[src/rtl/dmem_lane_ctrl.sv]
module dmem_lane_ctrl #(
  parameter int AW    = 32,
  parameter int DEPTH = 64
) (
  input  logic          clk,
  input  logic          rst_n,
  input  logic          en,
  input  logic [1:0]    op,
  input  logic [AW-1:0] addr,
  input  logic [31:0]   wdata,
  output logic [31:0]   rdata,
  output logic          misalign,
  output logic          err_flag
);
  localparam int IW = $clog2(DEPTH);

  logic [31:0]   mem [DEPTH];
  logic [1:0]    ofs;
  logic [IW-1:0] idx;
  logic [3:0]    lane_en;
  logic [31:0]   steered;
  logic          wr_ok;

  assign ofs = addr[1:0];
  assign idx = addr[IW+1:2];

  always_comb begin
    misalign = 1'b0;
    if (en) begin
      case (op)
        2'b00, 2'b11: misalign = (ofs != 2'b00);
        2'b10:        misalign = ofs[0];
        default:      misalign = 1'b0;
      endcase
    end
  end

  always_comb begin
    case (op)
      2'b01:   begin lane_en = 4'b0001 << ofs;                 steered = {4{wdata[7:0]}};  end
      2'b10:   begin lane_en = ofs[1] ? 4'b1100 : 4'b0011;     steered = {2{wdata[15:0]}}; end
      2'b11:   begin lane_en = 4'b1111;                        steered = wdata;            end
      default: begin lane_en = 4'b0000;                        steered = wdata;            end
    endcase
  end

  assign wr_ok = en && (op != 2'b00) && !misalign;
  assign rdata = (en && op == 2'b00) ? mem[idx] : 32'd0;

  always_ff @(posedge clk or negedge rst_n) begin
    if (!rst_n) begin
      for (int w = 0; w < DEPTH; w++) mem[w] <= '0;
    end else if (wr_ok) begin
      for (int b = 0; b < 4; b++)
        if (lane_en[b]) mem[idx][8*b +: 8] <= steered[8*b +: 8];
    end
  end

  always_ff @(posedge clk or negedge rst_n) begin
    if (!rst_n)        err_flag <= 1'b0;
    else if (misalign) err_flag <= 1'b1;
  end
endmodule

[config.mk]
export PLATFORM = sky130hd
export DESIGN_NAME = dmem_lane_ctrl
export DESIGN_NICKNAME = d
export VERILOG_FILES = /design/src/rtl/dmem_lane_ctrl.sv
export SDC_FILE = /design/constraint.sdc
export NUM_CORES = 2
export LEC_CHECK = 0
export ABC_AREA = 1
export BUFFER_PORTS_ARGS = -buffer_cell sky130_fd_sc_hd__clkbuf_2
export CAP_MARGIN = 30
export CORE_MARGIN = 1.5
export CORE_UTILIZATION = 60
export CTS_BUF_LIST = sky130_fd_sc_hd__clkbuf_16
export DETAILED_ROUTE_END_ITERATION = 6
export GPL_ROUTABILITY_DRIVEN = 0
export GPL_TIMING_DRIVEN = 0
export MAX_ROUTING_LAYER = met4
export PLACE_DENSITY = 0.85
export RECOVER_POWER = 50
export SETUP_SLACK_MARGIN = 0.4
export SLEW_MARGIN = 30
export SYNTH_ARGS = -nofsm -noshare
export SYNTH_HDL_FRONTEND = slang
export SYNTH_SLANG_ARGS = --single-unit
[constraint.sdc]
create_clock -name clk -period 2.5 [get_ports clk]
set_input_delay 0.25 -clock clk [delete_from_list [all_inputs] [get_ports clk]]
set_output_delay 0.25 -clock clk [all_outputs]
set_load 0.01 [all_outputs]
==> impl_metrics.toml, run 1 <==
[synth]
synth_seq_cells = 2049
ys_seq_area_share_pct = 52.3
synthDistinctLibCells = 32
syn_inst = 13600
synth_nets = 13700
synth_area_leaders = "dfrtp_1, nand2_1, o21ai_0, clkbuf_1, nor2_1"
ys.flop_type = "dfrtp_1"
syn_avg_cell_area_um2 = 7.21
async_reset_ff_share_pct = 100
yosysTopAreaCellShare_pct = 52.3
synth_edf_count = 0
yosysTopAreaCell = "dfrtp_1"
ys_warn_count = 0
mappedNetlistArea_mm2 = 0.0980

[outcome]
failed_stage = "global routing"
status = "did not finish"
error_line = "[ERROR GRT-0232] Routing congestion too high. Check the congestion heatmap in the GUI."

[floorplanning]
dieWidth_um = 407
io-pin-count = 103
rows = 148
initial_core_util_pct = 60.4
fp.dieH_um = 407

[grt]
grt_max_degree = 83
grt_overflow_total = 19
track_usage_pct = 65.6

[clock_tree]
cts.path.max_buffers = 3
cts_sinks = 2049
cts_made_buffers = 204
cts_max_level = 4
root_buffer = "clkbuf_16"

[placed_design]
pre_cts_ws_ns = -1.73
place.port_buffers = 77
hpwl_um = 293000
placed_area_mm2 = 0.103

[sta]
worst-ep-kind = "top-level output"
postGrtWorstEndpoint = "rdata[2]"
per-layer routing:
metal  GRT usage, %  overflow
met3           59.0         3
met2           76.1         8
met4           53.8         3
met5              -         -
met1           65.6         5
stage by stage:
stage / hold WS, ns / cells
after floorplan: -0.0456 / 13600
after detailed placement: 0.258 / 15900
after CTS: -0.197 / 16400
after global placement: 0.455 / 15800
cell usage after synthesis (6+ instances only):
master	instances
dfrtp_1	2049
clkinv_1	9
nor4_4	6
nand2_2	9
o211ai_1	7
inv_1	183
nand3_1	23
buf_2	129
nor3_1	17
or2_2	10
inv_2	13
nor3_2	11
a21oi_1	153
o21ai_0	1882
buf_1	76
nor4_2	12
a31oi_1	6
nor2_1	297
o21ai_1	109
nor2_2	14
nand2_1	7853
clkbuf_1	699
cell families after synthesis:
family	after synthesis	synth area share, %
compound gates	2167	11.1
buf+inv	1112	4.43
flops	2049	52.3
simple gates	8257	32.1
fa+ha+maj	4	0.0511
what timing repair did:
item                                    in CTS
endpoints found under the setup margin    2135
gates cloned                                 1
buffers inserted                            62
gates resized for setup                   1222
hold endpoints to repair                   220
pin swaps                                  200
hold buffers                                22
==> inputs of run 2 (changes only) <==
--- a/config.mk
+++ b/config.mk
@@ -9,15 +9,12 @@
 export BUFFER_PORTS_ARGS = -buffer_cell sky130_fd_sc_hd__clkbuf_2
 export CAP_MARGIN = 30
 export CORE_MARGIN = 1.5
-export CORE_UTILIZATION = 60
-export CTS_BUF_LIST = sky130_fd_sc_hd__clkbuf_16
+export CORE_UTILIZATION = 40
 export DETAILED_ROUTE_END_ITERATION = 6
 export GPL_ROUTABILITY_DRIVEN = 0
 export GPL_TIMING_DRIVEN = 0
-export MAX_ROUTING_LAYER = met4
-export PLACE_DENSITY = 0.85
+export PLACE_DENSITY_LB_ADDON = 0.15
 export RECOVER_POWER = 50
-export SETUP_SLACK_MARGIN = 0.4
 export SLEW_MARGIN = 30
 export SYNTH_ARGS = -nofsm -noshare
 export SYNTH_HDL_FRONTEND = slang
==> impl_metrics.toml, run 2 <==
[floorplanning]
dieWidth_um = 498
initial_core_util_pct = 40.3
rows = 181
design.die.area_mm2 = 0.248
fp.coreArea_mm2 = 0.243
io-pin-count = 103
fp.dieH_um = 498

[sta]
fmax_mhz = 332
post-route-period-util_pct = 121
setup_tns_ns = -152.60
clock-skew-final_ns = 0
tightestPinTransition_ns = 1.37
finalHoldViolCount = 0
fin_crit_ns = 3.02
slew_headroom_pct = 8.68
rsz0062_at_grt = "true"
setup_slack_ns = -0.516
slew_violations = 0
setup_viol = 1523

[clock_tree]
root_buffer = "clkbuf_16"
cts_tree = "yes"
cts.path.max_buffers = 3
cts_made_buffers = 226
clock_latency_ns = 0.92
path_clk_slew_ns = 0.06
cts_sinks = 2049
cts_max_level = 4

[route]
drt-pass1-iter-count = 7
ant_nets = 0
totalWireLength_um = 456000
routedWlPerCell_um = 26.0
viasPerCell = 5.47
route.detailed.drc = 0
drtIter0Drc = 13200
vias = 95900

[layout]
top_register = "mem"
largest_reg_flops = 2048
top_regs = "mem x2048, err_flag x1"
layout_common_cells = "nand2_1, dfrtp_1, o21ai_0"
final_layout_size_suffix_gt1_share_pct = 12.4
final_common_cell = "nand2_1"
area_growth_pct = 20.3
finalNonFillerCells = 17500
nNetsFinal = 14200

[worst_setup_path]
cp-end-kind = "primary output"
rrSetupSlack_ns = 1.59
crit_slowest_cell = "nor3_2"
cp_max_fo = 10
crit_type = "input port to primary output"
path_cells = "clkbuf_2, inv_1, nor3_2, buf_4, buf_2, nand2_1, nand2_4, nor2_2, a21oi_4, buf_6"
cp.required_ns = 2.25
worst-path-buf-inv = 5
crit_arrival_ns = 2.77
crit_family = "buffers and inverters"
critPathMaxStageDelay_ns = 0.42
crit_path_start_kind = "input port"

[outcome]
status = "complete, but fails checks"
violations = "setup timing"

[synth]
synthDistinctLibCells = 32
synth_nets = 13700
yosysTopAreaCell = "dfrtp_1"
syn_inst = 13600
mappedNetlistArea_mm2 = 0.0980
ys.flop_type = "dfrtp_1"
ys_seq_area_share_pct = 52.3
synth_most_common_cell = "nand2_1"
synth_edf_count = 0
ys_warn_count = 0
synth_area_leaders = "dfrtp_1, nand2_1, o21ai_0, clkbuf_1, nor2_1"
yosysTopAreaCellShare_pct = 52.3
synth_seq_cells = 2049
synthTopCellsByCount = "nand2_1, dfrtp_1, o21ai_0"
async_reset_ff_share_pct = 100
syn_avg_cell_area_um2 = 7.21

[power_and_ir_drop]
powerDensity_mw_per_mm2 = 693
power.leakage_uw = 0.0598
p_seq_share_pct = 43.5
power.share.clock_pct = 44.1
p_comb_share_pct = 12.3
vdd_ir_drop_max_mv = 0.624
internal_power_uw = 58000
finalPower_uw = 81700
p_sw_share_pct = 29.0
p_switching_uw = 23600

[placed_design]
pre_cts_ws_ns = -2.17
hpwl_um = 336000
place_inst = 16900
place.port_buffers = 77

[worst_hold_path]
min_path_type = "input port to flip-flop"

[grt]
grt_antenna_before_repair = 37
track_usage_pct = 36.1
grt_pass1_wl_um = 645000
grt_overflow_total = 0
grt_max_degree = 79
first_global_vias = 89400

[flow_run]
max_cap_violations = 0
## run 2: cell counts after synthesis
No cell type changed its count.
## run 2: worst paths after layout
kind | start | to | cells after the start
min in group asynchronous | rst_n | mem[1519] | 4
worst max register to register | mem[428] | mem[428] | 4
worst min register to register | err_flag | err_flag | 1
worst min-delay path | wdata[27] | mem[2043] | 5
max in group asynchronous | rst_n | mem[698] | 8
worst max-delay path | addr[5] | rdata[17] | 10
## run 2: area by class of cell
| class | instances | area, um^2 |
|---|---|---|
| inverters | 205 | 811 |
| plain buffers | 891 | 5210 |
| multi-input cells | 10400 | 45200 |
| diodes | 25 | 62.6 |
| repair buffers | 292 | 3410 |
| clock buffers | 344 | 6860 |
| fillers | 24700 | 126000 |
| clock inverters | 79 | 1050 |
| flip-flops and latches | 2049 | 51300 |
| well taps | 3202 | 4010 |
## run 2: routing by layer
metal	wire length [um]	track usage, %	vias up
li1	-	-	43500
met1	178000	47.1	46000
met2	189000	51.5	5082
met3	49000	9.13	1282
met4	40100	26.9	6
met5	43	0	-
## run 2: repair_timing
action,in CTS,in global routing
buffers inserted,32,90
gates resized for setup,1044,460
hold endpoints to repair,272,0
endpoints found under the setup margin,1361,946
gates cloned,0,4
hold buffers,20,0
pin swaps,124,227
## run 2: stage by stage
step / cell area [um^2] / util (%) / hold WS [ns]
finish: 118000 / 48.4 / 0.0314
global route: 118000 / 48.4 / 0.00577
CTS: 116000 / 47.6 / 0.0121
detailed placement: 104000 / 42.9 / 0.193
global placement: 102000 / 42.1 / 0.453
floorplan: 98000 / - / -0.0456
## run 2: worst reg2reg max path: cells and delay by family, from the launching register on
family                 cells  cell delay (ns)
AND/OR/NAND/NOR            1             0.05
flip-flops                 1             0.39
AO/OA/AOI/OAI              1             0.07
buffers and inverters      2             0.26
## run 2: cell families (layout without fill, tap and decap cells)
family / count (synthesis) / in the layout / synth area share [%]
other: 0 / 25 / 0
DFF: 2049 / 2049 / 52.3
AOI/OAI and AO/OA: 2167 / 2167 / 11.1
buffers and inverters: 1112 / 1811 / 4.43
adders and majority gates: 4 / 4 / 0.0511
and+or+nand+nor: 8257 / 8257 / 32.1
## run 2: power by group through the flow
stage | Sequential (uW) | Combinational (uW) | Clock, uW
2_1_floorplan | 35800 | 4120 | 0
3_3_place_gp | 36200 | 8180 | 0
3_5_place_dp | 36100 | 9000 | 0
4_1_cts | 35500 | 9490 | 36100
5_1_grt | 35700 | 10600 | 37400
6_report | 35600 | 10100 | 36000
(Power assumes the default switching activity.)
